File: src/rtl/sent_tx_pkg.sv
`timescale 1ns/1ps
package sent_tx_pkg;

   localparam int            NIB_W     = 4;
   localparam logic [3:0]    CRC_SEED  = 4'b0101;
   localparam logic [4:0]    CRC_POLY  = 5'b11101;

   typedef struct packed {
      logic       startup;
      logic       ovr_rec;
      logic [1:0] rng;
   } status_nib_t;

   // One nibble of the CRC: (acc ^ nib) * x^4 mod poly
   function automatic logic [3:0] crc4_step(input logic [3:0] acc, input logic [3:0] nib);
      logic [4:0] v;
      v = {1'b0, acc ^ nib};
      for (int b = 0; b < 4; b++) begin
         v = v << 1;
         if (v[4]) v = v ^ CRC_POLY;
      end
      return v[3:0];
   endfunction

endpackage

File: src/rtl/sent_ut_tick.sv
`timescale 1ns/1ps
module sent_ut_tick #(
   parameter int PREDIV_W   = 4,
   parameter int PREDIV_MIN = 7
) (
   input  logic                clk,
   input  logic                rst_n,
   input  logic                load,
   input  logic [PREDIV_W-1:0] prediv_in,
   input  logic                run,
   output logic                tick
);
   localparam int DIV_W = PREDIV_W + 2;

   if (PREDIV_MIN >= (1 << PREDIV_W)) begin : g_bad_min
      $error("PREDIV_MIN does not fit in PREDIV_W bits");
   end

   logic [PREDIV_W-1:0] eff;
   logic [DIV_W-1:0]    per_q, div_q;

   if (PREDIV_MIN > 0) begin : g_clamp
      always_comb eff = (prediv_in < PREDIV_W'(PREDIV_MIN)) ? PREDIV_W'(PREDIV_MIN) : prediv_in;
   end else begin : g_noclamp
      always_comb eff = prediv_in;
   end

   assign tick = run & (div_q == per_q - DIV_W'(1));

   always_ff @(posedge clk) begin
      if (!rst_n) begin
         per_q <= DIV_W'(2 * PREDIV_MIN + 2);
         div_q <= '0;
      end else if (load) begin
         per_q <= {1'b0, eff, 1'b0} + DIV_W'(2);
         div_q <= '0;
      end else if (run) begin
         div_q <= tick ? '0 : div_q + DIV_W'(1);
      end
   end

   a_r1_tick_spacing: assert property (@(posedge clk) disable iff (!rst_n)
      tick |=> !tick);
   a_r1_period_floor: assert property (@(posedge clk) disable iff (!rst_n)
      run |-> (per_q >= DIV_W'(2 * PREDIV_MIN + 2)));

endmodule

File: src/rtl/sent_status_flags.sv
`timescale 1ns/1ps
module sent_status_flags (
   input  logic clk,
   input  logic rst_n,
   input  logic ovv_in,
   input  logic take,
   input  logic abort,
   output logic pend_start,
   output logic pend_ovr
);
   logic ov_q, fr_start_q, fr_ovr_q, fall;

   assign fall = ov_q & ~ovv_in;

   always_ff @(posedge clk) begin
      if (!rst_n) begin
         ov_q       <= 1'b0;
         pend_start <= 1'b1;
         pend_ovr   <= 1'b0;
         fr_start_q <= 1'b0;
         fr_ovr_q   <= 1'b0;
      end else begin
         ov_q <= ovv_in;
         if (take) begin
            fr_start_q <= pend_start;
            fr_ovr_q   <= pend_ovr;
            pend_start <= 1'b0;
            pend_ovr   <= fall;
         end else if (abort) begin
            pend_start <= pend_start | fr_start_q;
            pend_ovr   <= pend_ovr | fr_ovr_q | fall;
         end else if (fall) begin
            pend_ovr   <= 1'b1;
         end
      end
   end

   a_r9_fall_arms: assert property (@(posedge clk) disable iff (!rst_n)
      (ov_q && !ovv_in) |=> pend_ovr);
   a_r8_startup_consumed: assert property (@(posedge clk) disable iff (!rst_n)
      take |=> !pend_start);

endmodule

File: src/rtl/sent_nib_pack.sv
`timescale 1ns/1ps
module sent_nib_pack
   import sent_tx_pkg::*;
#(
   parameter int VAL_W  = 16,
   parameter int TEMP_W = 8,
   localparam int DATA_NIBS = (VAL_W + TEMP_W) / NIB_W,
   localparam int NIB_TOT   = DATA_NIBS + 2
) (
   input  logic [VAL_W-1:0]         value,
   input  logic [TEMP_W-1:0]        temp,
   input  logic [1:0]               range_in,
   input  logic                     flag_start,
   input  logic                     flag_ovr,
   output logic [NIB_TOT*NIB_W-1:0] nibs
);
   localparam int WORD_W = VAL_W + TEMP_W;

   if ((VAL_W % NIB_W) != 0 || (TEMP_W % NIB_W) != 0) begin : g_bad_w
      $error("value and temperature widths must be whole nibbles");
   end

   status_nib_t       st;
   logic [WORD_W-1:0] word;
   logic [3:0]        crc_c [0:DATA_NIBS+1];

   assign st.startup = flag_start;
   assign st.ovr_rec = flag_ovr;
   assign st.rng     = (range_in == 2'b10) ? 2'b01 : range_in;
   assign word       = {value, temp};

   assign nibs[0 +: NIB_W] = st;
   assign crc_c[0] = CRC_SEED;
   assign crc_c[1] = crc4_step(CRC_SEED, st);

   for (genvar i = 0; i < DATA_NIBS; i++) begin : g_data
      logic [3:0] d;
      assign d = word[WORD_W-1-i*NIB_W -: NIB_W];
      assign nibs[(i+1)*NIB_W +: NIB_W] = d;
      assign crc_c[i+2] = crc4_step(crc_c[i+1], d);
   end

   assign nibs[(NIB_TOT-1)*NIB_W +: NIB_W] = crc_c[DATA_NIBS+1];

endmodule

File: src/rtl/sent_frame_tx.sv
`timescale 1ns/1ps
module sent_frame_tx #(
   parameter int VAL_W         = 16,
   parameter int TEMP_W        = 8,
   parameter int PREDIV_W      = 4,
   parameter int PREDIV_MIN    = 7,
   parameter int SYNC_UT       = 56,
   parameter int LOW_UT        = 3,
   parameter int NIB_BASE      = 12,
   parameter int READY_DLY_CYC = 720
) (
   input  logic                clk,
   input  logic                rst_n,
   input  logic [VAL_W-1:0]    sample_value,
   input  logic [TEMP_W-1:0]   sample_temp,
   input  logic [1:0]          range_code,
   input  logic                ovv_in,
   input  logic                tx_off,
   input  logic [PREDIV_W-1:0] prediv,
   output logic                drv_low,
   output logic                sample_req
);
   localparam int DATA_NIBS = (VAL_W + TEMP_W) / 4;
   localparam int NIB_TOT   = DATA_NIBS + 2;
   localparam int PIDX_W    = $clog2(NIB_TOT + 1);
   localparam int UT_W      = $clog2(SYNC_UT + 1);
   localparam int RDY_W     = $clog2(READY_DLY_CYC + 1);

   if (SYNC_UT <= NIB_BASE + 15 || LOW_UT >= NIB_BASE || READY_DLY_CYC < 1) begin : g_bad_cfg
      $error("pulse timing parameters are inconsistent");
   end

   logic                     busy_q;
   logic [PIDX_W-1:0]        pidx_q;
   logic [UT_W-1:0]          ut_q, plen;
   logic [NIB_TOT*4-1:0]     nib_d, nib_q;
   logic [3:0]               cur_nib;
   logic                     tick, pulse_end, frame_end, start, enter_last;
   logic                     pend_start, pend_ovr;
   logic                     rdy_run;
   logic [RDY_W-1:0]         rdy_cnt;

   sent_ut_tick #(.PREDIV_W(PREDIV_W), .PREDIV_MIN(PREDIV_MIN)) tick_i (
      .clk(clk), .rst_n(rst_n), .load(start), .prediv_in(prediv),
      .run(busy_q), .tick(tick));

   sent_status_flags flags_i (
      .clk(clk), .rst_n(rst_n), .ovv_in(ovv_in), .take(start),
      .abort(tx_off & busy_q), .pend_start(pend_start), .pend_ovr(pend_ovr));

   sent_nib_pack #(.VAL_W(VAL_W), .TEMP_W(TEMP_W)) pack_i (
      .value(sample_value), .temp(sample_temp), .range_in(range_code),
      .flag_start(pend_start), .flag_ovr(pend_ovr), .nibs(nib_d));

   always_comb begin
      cur_nib = '0;
      for (int k = 0; k < NIB_TOT; k++)
         if (pidx_q == PIDX_W'(k + 1)) cur_nib = nib_q[k*4 +: 4];
   end

   assign plen       = (pidx_q == '0) ? UT_W'(SYNC_UT) : UT_W'(NIB_BASE) + UT_W'(cur_nib);
   assign pulse_end  = busy_q & tick & (ut_q == plen - UT_W'(1));
   assign frame_end  = pulse_end & (pidx_q == PIDX_W'(NIB_TOT));
   assign enter_last = pulse_end & (pidx_q == PIDX_W'(NIB_TOT - 1));
   assign start      = ~tx_off & (~busy_q | frame_end);
   assign drv_low    = busy_q & ~tx_off & (ut_q < UT_W'(LOW_UT));

   always_ff @(posedge clk) begin
      if (!rst_n) begin
         busy_q <= 1'b0;
         pidx_q <= '0;
         ut_q   <= '0;
         nib_q  <= '0;
      end else if (tx_off) begin
         busy_q <= 1'b0;
      end else if (start) begin
         busy_q <= 1'b1;
         pidx_q <= '0;
         ut_q   <= '0;
         nib_q  <= nib_d;
      end else if (pulse_end) begin
         pidx_q <= pidx_q + PIDX_W'(1);
         ut_q   <= '0;
      end else if (tick) begin
         ut_q   <= ut_q + UT_W'(1);
      end
   end

   always_ff @(posedge clk) begin
      if (!rst_n) begin
         rdy_run    <= 1'b0;
         rdy_cnt    <= '0;
         sample_req <= 1'b0;
      end else if (tx_off) begin
         rdy_run    <= 1'b0;
         sample_req <= 1'b0;
      end else begin
         sample_req <= 1'b0;
         if (enter_last) begin
            rdy_run <= 1'b1;
            rdy_cnt <= '0;
         end else if (rdy_run) begin
            if (rdy_cnt == RDY_W'(READY_DLY_CYC - 1)) begin
               rdy_run    <= 1'b0;
               sample_req <= 1'b1;
            end else begin
               rdy_cnt <= rdy_cnt + RDY_W'(1);
            end
         end
      end
   end

   a_r10_abort_idles: assert property (@(posedge clk) disable iff (!rst_n)
      tx_off |=> !busy_q);
   a_r3_ut_in_pulse: assert property (@(posedge clk) disable iff (!rst_n)
      busy_q |-> (ut_q < plen));
   a_r2_low_at_pulse_start: assert property (@(posedge clk) disable iff (!rst_n)
      $rose(drv_low) |-> (ut_q == '0));
   a_r7_frame_frozen: assert property (@(posedge clk) disable iff (!rst_n)
      (busy_q && !start && !tx_off) |=> $stable(nib_q));
   a_r11_req_single: assert property (@(posedge clk) disable iff (!rst_n)
      sample_req |=> !sample_req);
   a_r4_index_bound: assert property (@(posedge clk) disable iff (!rst_n)
      busy_q |-> (pidx_q <= PIDX_W'(NIB_TOT)));

endmodule

File: config.mk
export PLATFORM = sky130hd
export DESIGN_NAME = sent_frame_tx
export DESIGN_NICKNAME = d
export VERILOG_FILES = /design/src/rtl/sent_tx_pkg.sv /design/src/rtl/sent_ut_tick.sv /design/src/rtl/sent_status_flags.sv /design/src/rtl/sent_nib_pack.sv /design/src/rtl/sent_frame_tx.sv
export SDC_FILE = /design/constraint.sdc
export NUM_CORES = 1
export LEC_CHECK = 0
export CAP_MARGIN = 30
export CORE_UTILIZATION = 40
export DETAILED_ROUTE_END_ITERATION = 10
export GPL_ROUTABILITY_DRIVEN = 0
export HOLD_SLACK_MARGIN = 0.12
export SYNTH_ARGS = -nofsm -noshare
export SYNTH_HDL_FRONTEND = slang
export SYNTH_SLANG_ARGS = --single-unit
File: constraint.sdc
create_clock -name clk -period 4 [get_ports clk]
set_input_delay 0.8 -clock clk [delete_from_list [all_inputs] [get_ports clk]]
set_output_delay 0.8 -clock clk [all_outputs]
set_load 0.02 [all_outputs]
* After elaboration in Yosys (flattened, before gate mapping)
Index checks and enable logic that the tools add are counted.
** Storage, ports and cells
- Bits in registers :: 72
- Bits in latches :: 0
- Memory bits (writable) :: 0
- Bits in read-only memories :: 0
- Input port bits :: 34
- Output and inout bits :: 2
- Word-level logic and storage cells :: 161
- Memories kept :: 0
** Cells by class
- $add $sub $neg :: 8
- Multipliers :: 0
- Divide/modulo/power cells :: 0
- Order comparisons :: 2
- Equality and inequality tests :: 13
- Shifts and indexed selects :: 0
- Muxes and demuxes :: 57
- Bitwise gates (word level) :: 54
- Reduce and logical (&&, ||, !) cells :: 13
** Operators with widths (number)
- 2-to-1 mux 4 bit :: 39
- inverter 3 bit :: 28
- 2-to-1 mux 10 bit :: 3
- 2-to-1 mux 6 bit :: 5
- XOR 4 bit :: 6
- equality test 4 x 3 -> 1 bit (second input constant) :: 4
- adder 6 x 1 -> 6 bit (second input constant) :: 2
- equality test 6 bit :: 2
- subtractor 6 x 1 -> 6 bit (second input constant) :: 2
- adder 10 x 1 -> 10 bit (second input constant) :: 1
- bitwise AND 1 bit :: 10
- equality test 10 bit (second input constant) :: 1
- 2-to-1 mux 1 bit :: 9
- equality test 4 x 2 -> 1 bit (second input constant) :: 2
- adder 5 x 2 -> 6 bit (second input constant) :: 1
- less-than comparator 6 x 2 -> 1 bit (second input constant) :: 1
- AND reduction 2 bit :: 3
- nonzero test 2 bit :: 3
- nonzero test 3 bit :: 2
- adder 4 x 4 -> 5 bit (first input constant) :: 1
- inverter 1 bit :: 5
- adder 4 x 1 -> 4 bit (second input constant) :: 1
- equality test 4 x 1 -> 1 bit (second input constant) :: 1
- equality test 4 bit (second input constant) :: 1
- 10 further kinds :: 14

* Depth between registers and ports, before layout
Gate-level depths: netlist of the first run.
- Word-level depth :: 65
- Depth in mapped cells :: 20
- Depth with buffers taken out :: 17

* Cells and area by module
From an unflattened synthesis of the first run, not the netlist that was laid out.
** Unflattened totals
- Cells, all modules :: 516
- Area, all modules :: 4565.6 µm²
** By module, submodules not included
- sent_frame_tx :: instances 1, cells an instance 374, area each 3175.5 µm², sequential area each 1101.1 µm²
- sent_ut_tick :: instances 1, cells an instance 67, area each 629.4 µm², sequential area each 220.2 µm²
- sent_nib_pack :: instances 1, cells an instance 58, area each 586.8 µm², sequential area each 0.0 µm²
- sent_status_flags :: instances 1, cells an instance 17, area each 173.9 µm², sequential area each 100.1 µm²

* Worst setup path after synthesis of the first run
OpenSTA, ideal clock, no wires.
- Path kind :: register -> register
- From :: reg pidx_q[1]
- To :: reg rdy_cnt[8]
- Setup time :: 72 ps
- Arrival :: 3774 ps
- Data required time :: 3928 ps
- Slack :: 155 ps
- Cell stages (with the launch flop) :: 20
- Buffers on the path :: 2
- Clock period less this slack :: 3845 ps
- Path through :: dfxtp_1 > inv_1 > ha_1 > buf_2 > inv_1 > and3_1 > a21oi_1 > o21ai_0 > mux4_2 > a22oi_1 > ha_1 > xnor2_1 > or3_1 > a21oi_1 > a221oi_1 > nor4_4 > o2111ai_1 > buf_2 > a211oi_2 > mux2i_1
** On the way
- Cells in the longest elaborated chain, start to end :: 17
- Elaborated cells between the ends (all ways) :: 27
- Classes of those cells :: add/sub: 2; eq/ne: 10; mux: 10; bitwise: 2; reduce/logical: 3
** Ends and longest elaborated chain
- start: declaration :: RTL line sent_frame_tx.sv:34 : logic [PIDX_W-1:0] pidx_q;
- start signal: assignment :: RTL line sent_frame_tx.sv:82 : pidx_q <= pidx_q + PIDX_W'(1);
- equality test 4 x 1 -> 1 bit :: RTL line sent_frame_tx.sv:58 : if (pidx_q == PIDX_W'(k + 1)) cur_nib = nib_q[k*4 +: 4];
- 2-to-1 mux 4 bit (8 in series) :: RTL line sent_frame_tx.sv:58
- adder 4 x 4 -> 5 bit :: RTL line sent_frame_tx.sv:61 : assign plen = (pidx_q == '0) ? UT_W'(SYNC_UT) : UT_W'(NIB_BASE) + UT_W'(cur_nib);
- 2-to-1 mux 6 bit :: RTL line sent_frame_tx.sv:61
- subtractor 6 x 1 -> 6 bit :: RTL line sent_frame_tx.sv:62 : assign pulse_end = busy_q & tick & (ut_q == plen - UT_W'(1));
- equality test 6 bit :: RTL line sent_frame_tx.sv:62
- bitwise AND 1 bit :: RTL line sent_frame_tx.sv:62
- bitwise AND 1 bit (*) :: RTL line sent_frame_tx.sv:64 : assign enter_last = pulse_end & (pidx_q == PIDX_W'(NIB_TOT - 1));
- inequality test 2 bit (no line) / nonzero test 2 bit (equally long branches)
- AND reduction 3 bit (no line)
- end signal: assignment :: RTL line sent_frame_tx.sv:107 : rdy_cnt <= rdy_cnt + RDY_W'(1);
- end: declaration :: RTL line sent_frame_tx.sv:41 : logic [RDY_W-1:0] rdy_cnt;
Mark *: on every way between the ends. The rest lies on a longest branch, timed or not.
A chain may end at the register's enable or synchronous reset.

* Worst setup path in the final report of the first run
- From :: reg pidx_q[1]
- To :: reg nib_q[5]
** On the way
- Cells in the longest elaborated chain, start to end :: 18
- Elaborated cells between the ends (all ways) :: 26
- Classes of those cells :: add/sub: 2; eq/ne: 9; mux: 9; bitwise: 4; reduce/logical: 2
** Ends and longest elaborated chain
- equality test 4 x 1 -> 1 bit :: RTL line sent_frame_tx.sv:58
- 2-to-1 mux 4 bit (8 in series) :: RTL line sent_frame_tx.sv:58
- adder 4 x 4 -> 5 bit :: RTL line sent_frame_tx.sv:61
- 2-to-1 mux 6 bit :: RTL line sent_frame_tx.sv:61
- subtractor 6 x 1 -> 6 bit :: RTL line sent_frame_tx.sv:62
- equality test 6 bit :: RTL line sent_frame_tx.sv:62
- bitwise AND 1 bit :: RTL line sent_frame_tx.sv:62
- bitwise AND 1 bit (*) :: RTL line sent_frame_tx.sv:63 : assign frame_end = pulse_end & (pidx_q == PIDX_W'(NIB_TOT));
- OR 1 bit (*) :: RTL line sent_frame_tx.sv:65 : assign start = ~tx_off & (~busy_q | frame_end);
- bitwise AND 1 bit (*) :: RTL line sent_frame_tx.sv:65
- AND reduction 2 bit (no line) (*)
- end signal: assignment :: RTL line sent_frame_tx.sv:80 : nib_q <= nib_d;
- end: declaration :: RTL line sent_frame_tx.sv:36 : logic [NIB_TOT*4-1:0] nib_d, nib_q;
Marks and branches as above.

==> impl_summary.log, run 1 <==
INFO  metric run_status = finished, final reports clean
INFO  metric cts_max_level = 3
INFO  metric insertedDiodeCount = 0
INFO  metric path_class = flip-flop to flip-flop
INFO  metric grt_util_all_layers = 0.201
INFO  metric max-clock-path-buffers = 2
INFO  metric worst-endpoint-required = 4280 ps
INFO  metric postRouteAntennaNets = 0
INFO  metric mostFrequentLayoutCell = sky130_fd_sc_hd__dfxtp_1
INFO  metric overall_die_area = 11,300 um^2
INFO  metric globalRouteOverflowTotal = 0
INFO  metric grt_pass1_wl = 18,100 um
INFO  metric wl_per_cell = 15.8 um
INFO  metric worstSetupEndpointType = flip-flop
INFO  metric detailedPlacementHpwl = 7860 um
INFO  metric clkLatencyLatePin = 350 ps
INFO  metric detail_route.vias_per_cell = ~5.5
INFO  metric drcViolationCount = 0
INFO  metric dr.first_iter.drc_count = 251
INFO  metric synth_nets = around 570
INFO  metric die_h = 106 um
INFO  metric worstPathMaxFanout = 17
INFO  metric relSlewSlack = 0.556
INFO  metric clk_pin_slew_worst_paths = about 70 ps
INFO  metric seq_area_frac_synth = 0.317
INFO  metric port_buffers = 35
INFO  metric critPathArrivalTime = 4230 ps
INFO  metric place_area = around 5000 um^2
INFO  metric cts_buffers = 9
INFO  metric crit_path_max_incr_delay = 470 ps
INFO  metric worst_clock_skew = 5.78 ps
INFO  metric critical-path-slowest-cell = sky130_fd_sc_hd__mux4_2
INFO  metric dp_cells = 688
INFO  metric setup_viol_count_final = 0
INFO  metric synthXorXnorAreaFrac = 0.112
INFO  metric syn_inst = 529
INFO  metric drt-pass1-iter-count = 4
INFO  metric yosys_most_used_dff = sky130_fd_sc_hd__dfxtp_1
INFO  metric final_cell_mix = sky130_fd_sc_hd__dfxtp_1, sky130_fd_sc_hd__nand3_1, sky130_fd_sc_hd__a21oi_1, sky130_fd_sc_hd__xnor2_1, sky130_fd_sc_hd__clkdlybuf4s50_1
INFO  metric post_cts_hold_buffer_count = 0
INFO  metric rows = 37
INFO  metric pre_cts_ws = ~10 ps
INFO  metric synth_compound_gate_area_share = 0.245
INFO  metric first_global_vias = about 3,700
INFO  metric tritoncts_num_sinks = 69
INFO  metric finalWorstPathRequiredPeriod = 3950 ps
INFO  metric maxClockFrequency = 253 MHz
INFO  metric cts_tree = yes
INFO  metric startpoint_type = flip-flop
INFO  metric timing.max_cap.violations = 0
INFO  metric drv_slew = 0
INFO  metric finalWirelength = around 11,000 um
INFO  metric synth_mux_area_frac = 0.0284
INFO  metric final_critical_path_setup_slack = ~45 ps
INFO  metric flow.area_growth_from_synthesis = 25.4%
INFO  metric worstPathCellList = inv_4, ha_4, inv_2, and3_4, a21oi_2, o21ai_1, mux4_2, a22oi_2, ha_1, xnor2_2, or3_4, a21oi_2, a221oi_2, nor4_4, buf_4, o2111ai_4, buf_12, buf_12, a21bo_2, a21oi_1
INFO  metric p_per_area = 289 nW/um^2
INFO  metric post_route_cells_drive_above_1_share = 0.217
INFO  metric timing_hold_violations_final = 0
INFO  metric grt_setup_unrepaired = yes
INFO  metric finalHoldWorstSlack = 459 ps
INFO  metric critical_path.n_buffers_inverters = 5
INFO  metric antenna_found_initial = 0
INFO  metric synth.top_cells.by_area = sky130_fd_sc_hd__dfxtp_1, sky130_fd_sc_hd__xnor2_1, sky130_fd_sc_hd__a21oi_1
INFO  metric combinational_family_with_the_most_area_after_synthesis = compound AO/OA/AOI/OAI gates
INFO  metric post_synth_design_cell_area = 4360 um^2
INFO  metric netlist.area_leader.share = 0.317
INFO  metric cts_root_buf = sky130_fd_sc_hd__clkbuf_8
INFO  metric timing.hold.worst.class = flip-flop to flip-flop
INFO  metric placeableCoreArea = roughly 10,000 um^2
INFO  metric tightestPinTransition = 665 ps
INFO  metric final_net_count = 619
INFO  metric final_period_util = 0.989
INFO  metric synthArstFlopShare = 0
INFO  metric synth_cell_types = 62
INFO  metric synth_seq_cells = 69
INFO  metric detailroute.via_count = slightly below 4,000
INFO  metric post_synth_and_or_nand_nor_area_fraction = 0.210
INFO  metric vdd.ir_drop.worst = 255 uV
INFO  metric start_util = 0.417
INFO  metric critical_path.top_delay_family = compound AO/OA/AOI/OAI gates
INFO  metric p_leak = 1.92 nW
INFO  metric synth_fa_ha_area_frac = 0.0315
INFO  metric synthesis.area_per_instance = 8.25 um^2
INFO  metric ys.warnings.count = 0
INFO  metric synth_enable_flop_cells = 0
INFO  metric grt_start_max_net_pins = 49
INFO  metric final_cell_area = 5470 um^2
INFO  metric synth_top_cell_by_area = sky130_fd_sc_hd__dfxtp_1
INFO  metric design.portCount = 36
INFO  metric dieWidth = 106 um
INFO  metric finalNonFillerCells = between 700 and 800
==> power breakdown <==
part / internal (mW) / leakage (nW) / total, mW / switching [mW]
clock: 0.298 / 0.0923 / 0.552 / 0.255
combinational: 0.151 / 1.26 / 0.286 / 0.134
sequential: 0.717 / 0.564 / 0.744 / 0.0271
==> kinds of logic (layout without fill, tap and decap cells) <==
group                    after synthesis  in the layout
AND/OR/NAND/NOR                      171            171
AO/OA/AOI/OAI                        151            151
flip-flops                            69             69
buffers and inverters                 60            108
XOR/XNOR                              56             56
adder cells (fa/ha/maj)               11             11
multiplexers                          11             11
==> through the flow <==
step                      power (mW)   util  TNS, ps
after detailed placement        1.04  0.473        0
after floorplan                0.950      -        0
after global placement          1.03  0.473        0
final                           1.58  0.523        0
after CTS                       1.59  0.490        0
after global routing            1.65  0.523    -2450
==> layer usage <==
layer	track usage	up-vias	part of all wire
li1	-	1982	-
met1	0.268	1885	0.48
met2	0.327	61	0.48
met3	0.0478	14	0.034
met4	0.0479	0	0.011
met5	0	-	0
==> what timing repair did <==
item	in CTS	in global routing
endpoints found under the hold margin	0	0
gates resized for setup	0	56
cloned	0	3
pin swaps	1	18
setup buffers	0	8
setup endpoints to repair	2	64
==> cell usage after synthesis (7+ instances only) <==
| cell type | instances |
|---|---|
| sky130_fd_sc_hd__a21bo_2 | 27 |
| sky130_fd_sc_hd__ha_1 | 11 |
| sky130_fd_sc_hd__buf_2 | 7 |
| sky130_fd_sc_hd__mux2i_1 | 9 |
| sky130_fd_sc_hd__nand2_1 | 28 |
| sky130_fd_sc_hd__a21o_1 | 10 |
| sky130_fd_sc_hd__nand3_1 | 53 |
| sky130_fd_sc_hd__nor2_1 | 22 |
| sky130_fd_sc_hd__dfxtp_1 | 69 |
| sky130_fd_sc_hd__nand2b_1 | 10 |
| sky130_fd_sc_hd__nand4_1 | 8 |
| sky130_fd_sc_hd__inv_1 | 19 |
| sky130_fd_sc_hd__o21ai_0 | 8 |
| sky130_fd_sc_hd__nor3_1 | 8 |
| sky130_fd_sc_hd__a21oi_1 | 61 |
| sky130_fd_sc_hd__xnor2_1 | 42 |
| sky130_fd_sc_hd__nand3b_1 | 12 |
| sky130_fd_sc_hd__xor2_1 | 14 |
| sky130_fd_sc_hd__clkbuf_1 | 26 |
==> final timing paths <==
path / from / end / slack (ps) / cells past startpoint
setup / recovery: pidx_q[1] / nib_q[5] / 50 / 20
hold / removal: rdy_run / sample_req / 460 / 2
setup reg to reg: pidx_q[1] / nib_q[5] / 50 / 20
hold reg to reg: rdy_run / sample_req / 460 / 2
==> flip-flops by register name (all words and copies together) (netlist names), 4 cells and up <==
signal,cells
nib_q,30
pidx_q,4
rdy_cnt,10
tick_i.div_q,6
tick_i.per_q,5
ut_q,6
==> cell type report <==
| type | instances | area (um^2) |
|---|---|---|
| clock buffer | 12 | 145 |
| clock inverter | 2 | 35.0 |
| fill | 1019 | 4990 |
| inverter | 19 | 73.8 |
| multi-input combinational | 400 | 2910 |
| sequential | 69 | 1390 |
| tap | 136 | 170 |
| timing repair buffer | 75 | 747 |
==> worst register-to-register path: stages (launching register included) <==
cell and delay, ps:
sky130_fd_sc_hd__dfxtp_4 360, sky130_fd_sc_hd__inv_4 80, sky130_fd_sc_hd__ha_4 140, sky130_fd_sc_hd__inv_2 40, sky130_fd_sc_hd__and3_4 150, sky130_fd_sc_hd__a21oi_2 110, sky130_fd_sc_hd__o21ai_1 60, sky130_fd_sc_hd__mux4_2 470
sky130_fd_sc_hd__a22oi_2 170, sky130_fd_sc_hd__ha_1 290, sky130_fd_sc_hd__xnor2_2 160, sky130_fd_sc_hd__or3_4 390, sky130_fd_sc_hd__a21oi_2 150, sky130_fd_sc_hd__a221oi_2 60, sky130_fd_sc_hd__nor4_4 310, sky130_fd_sc_hd__buf_4 170
sky130_fd_sc_hd__o2111ai_4 120, sky130_fd_sc_hd__buf_12 190, sky130_fd_sc_hd__buf_12 150, sky130_fd_sc_hd__a21bo_2 190, sky130_fd_sc_hd__a21oi_1 120
Note: power is estimated with default switching activity, not from simulation.
==> inputs of run 2 (changes only) <==
--- a/config.mk
+++ b/config.mk
@@ -11,3 +11,2 @@
 export GPL_ROUTABILITY_DRIVEN = 0
-export HOLD_SLACK_MARGIN = 0.12
 export SYNTH_ARGS = -nofsm -noshare
--- a/constraint.sdc
+++ b/constraint.sdc
@@ -3,2 +3,2 @@
 set_output_delay 0.8 -clock clk [all_outputs]
-set_load 0.02 [all_outputs]
+set_load 0.05 [all_outputs]
==> run 2 against run 1 <==
First-iteration DRC count down 5.6%; die area did not move; global-route usage grew 0.36 points; sequential power about the same.
==> impl_summary.log, run 2 (synthesis results as in run 1) <==
INFO  metric drt-pass1-iter-count = 4
INFO  metric grt_setup_unrepaired = yes
INFO  metric cts_buffers = 9
INFO  metric top_layer_reached_by_signal_wires = met4
INFO  metric worstSetupEndpointType = flip-flop
INFO  metric cts_root_buf = sky130_fd_sc_hd__clkbuf_8
INFO  metric mostFrequentLayoutCell = sky130_fd_sc_hd__dfxtp_1
INFO  metric sequential_power_share = 0.489
INFO  metric startpoint_type = flip-flop
INFO  metric detailroute.via_count = 3,956
INFO  metric relSlewSlack = 0.520
INFO  metric drv_slew = 0
INFO  metric timing_hold_violations_final = 0
INFO  metric worst-endpoint-required = 4280 ps
INFO  metric detailedPlacementHpwl = between 7000 and 8000 um
INFO  metric maxClockFrequency = ~260 MHz
INFO  metric route.met2.wl = between 5000 and 6000 um
INFO  metric grt_util_all_layers = 0.204
INFO  metric worstPathMaxFanout = 4
INFO  metric cts_tree = yes
INFO  metric sw_frac_of_total = 0.288
INFO  metric start_util = 0.417
INFO  metric final_cell_mix = sky130_fd_sc_hd__dfxtp_1, sky130_fd_sc_hd__a21oi_1, sky130_fd_sc_hd__nand3_1, sky130_fd_sc_hd__xnor2_1, sky130_fd_sc_hd__clkdlybuf4s50_1
INFO  metric die_h = 106 um
INFO  metric overall_die_area = 11,300 um^2
INFO  metric p_per_area = 283 nW/um^2
INFO  metric cts_max_level = 3
INFO  metric detail_route.vias_per_cell = 5.55
INFO  metric rr_startpoint = pidx_q[1]
INFO  metric timing.max_cap.violations = 0
INFO  metric antenna_found_initial = 0
INFO  metric path_class = flip-flop to flip-flop
INFO  metric globalRouteOverflowTotal = 0
INFO  metric largest_register_ff_count = 30
INFO  metric port_buffers = 35
INFO  metric vdd.ir_drop.worst = 146 uV
INFO  metric setup_viol_count_final = 0
INFO  metric placeableCoreArea = 10,500 um^2
INFO  metric whs_path_depth = 2
INFO  metric finalWorstPathRequiredPeriod = 3920 ps
INFO  metric final_period_util = 0.979
INFO  metric tritoncts_num_sinks = 69
INFO  metric rows = 37
INFO  metric post_route_cells_drive_above_1_share = 0.196
INFO  metric final_cell_utilization_of_the_core = 0.514
INFO  metric hold_path_startpoint = rdy_run
INFO  metric design.portCount = 36
INFO  metric insertedDiodeCount = 0
INFO  metric timing.hold.worst.class = flip-flop to flip-flop
INFO  metric drcViolationCount = 0
INFO  metric wl_per_cell = 15.7 um
INFO  metric wl_met1 = 5260 um
INFO  metric grt_start_max_net_pins = 40
INFO  metric dieWidth = 106 um
INFO  metric first_global_vias = 3,830
INFO  metric r2r_slack = roughly 83 ps
INFO  metric run_status = finished, final reports clean
INFO  metric clk_pin_slew_worst_paths = 80 ps
INFO  metric worst_reg2reg_path_length_in_cells = 18
INFO  metric fin_total_pwr = 1.52 mW
INFO  metric finalWirelength = 11,200 um
INFO  metric grt_pass1_wl = 18,400 um
INFO  metric power.net_switching = 438 uW
INFO  metric holdPathEnd = sample_req
INFO  metric critical_path.reg2reg.endpoint = pidx_q[3]
INFO  metric top_register_by_number_of_flip_flops = nib_q
INFO  metric largestRegisters = nib_q (30), rdy_cnt (10)
INFO  metric critPathArrivalTime = 4190 ps
INFO  metric power.share.combinational = 0.186
INFO  metric post_cts_hold_buffer_count = 0
INFO  metric max-clock-path-buffers = 2
INFO  metric dr.first_iter.drc_count = between 200 and 250
INFO  metric power_frac_clock = 0.325
INFO  metric final_net_count = slightly above 600
INFO  metric postRouteAntennaNets = 0
INFO  metric worst_clock_skew = 15.4 ps
INFO  metric p_leak = 1.90 nW
INFO  metric clkLatencyLatePin = 350 ps
INFO  metric flow.area_growth_from_synthesis = 23.3%
INFO  metric p_int = 1.08 mW
INFO  metric tightestPinTransition = 719 ps
INFO  metric met3_length = 423 um
## run 2: cell types whose count changed in the layout (fill, tap and decap cells not counted), moves of 2 or more
cell	delta
sky130_fd_sc_hd__a21oi_1	+14
sky130_fd_sc_hd__buf_4	+4
sky130_fd_sc_hd__buf_8	-2
sky130_fd_sc_hd__a21oi_2	-14
sky130_fd_sc_hd__ha_4	+2
sky130_fd_sc_hd__a21bo_4	-2
sky130_fd_sc_hd__clkinv_2	+3
sky130_fd_sc_hd__a21bo_2	+2
## run 2: worst max-delay path, cell delays in order (launching register included)
cell and delay [ps]:
sky130_fd_sc_hd__dfxtp_4 360, sky130_fd_sc_hd__inv_4 80, sky130_fd_sc_hd__ha_4 140, sky130_fd_sc_hd__inv_2 40
sky130_fd_sc_hd__and3_4 160, sky130_fd_sc_hd__a21oi_2 90, sky130_fd_sc_hd__o21ai_1 70, sky130_fd_sc_hd__mux4_2 470
sky130_fd_sc_hd__a22oi_2 170, sky130_fd_sc_hd__ha_1 290, sky130_fd_sc_hd__xnor2_2 160, sky130_fd_sc_hd__or3_1 380
sky130_fd_sc_hd__a21oi_2 140, sky130_fd_sc_hd__a221oi_2 60, sky130_fd_sc_hd__nor4_4 270, sky130_fd_sc_hd__buf_4 190
sky130_fd_sc_hd__o21ai_2 50, sky130_fd_sc_hd__or4_1 530, sky130_fd_sc_hd__a31oi_1 190
## run 2: layer usage
layer  GRT usage  up-vias
met5           0        -
met4      0.0646        0
met3      0.0282       16
met2       0.339       61
met1       0.274     1896
li1            -     1983
## run 2: worst max-delay path by stage
stage,start,to,cells past startpoint
global placement,pidx_q[1],rdy_cnt[6],17
finish,pidx_q[1],pidx_q[3],18
detailed placement,pidx_q[1],rdy_cnt[6],17
CTS,pidx_q[0],nib_q[7],17
global route,pidx_q[1],pidx_q[3],18
floorplan,pidx_q[1],rdy_cnt[8],19
## run 2: layout make-up
type / count / area [um^2]
fillers: 1068 / 5080
multi-input cells: 400 / 2870
flip-flops and latches: 69 / 1390
repair buffers: 74 / 721
well taps: 136 / 170
clock buffers: 10 / 128
inverters: 19 / 78.8
clock inverters: 5 / 28.8
## run 2: power by group through the flow
stage | Combinational (mW) | Clock [mW] | Sequential [mW]
after detailed placement | 0.283 | 0 | 0.760
after floorplan | 0.204 | 0 | 0.746
final | 0.283 | 0.495 | 0.743
after CTS | 0.284 | 0.508 | 0.744
after global placement | 0.276 | 0 | 0.760
after global routing | 0.312 | 0.534 | 0.747
## run 2: metrics by stage
| stage | instance area [um^2] | hold slack (ps) | setup slack, ps | setup TNS [ps] | std cells |
|---|---|---|---|---|---|
| finish | 5380 | 457 | 83.5 | 0 | 713 |
| global route | 5380 | 475 | -148 | -830 | 713 |
| CTS | 5140 | 455 | 52.8 | 0 | 706 |
| detailed placement | 4970 | 440 | -41.2 | -41.2 | 690 |
| global placement | 4970 | 446 | 48.8 | 0 | 690 |
| floorplan | 4360 | 423 | 155 | 0 | 529 |
## run 2: timing repair
item / 4_1_cts / 5_1_grt
gates resized for setup: 1 / 34
pin swaps: 1 / 13
setup endpoints to repair: 1 / 67
setup buffers: 1 / 5
gates cloned: 0 / 2
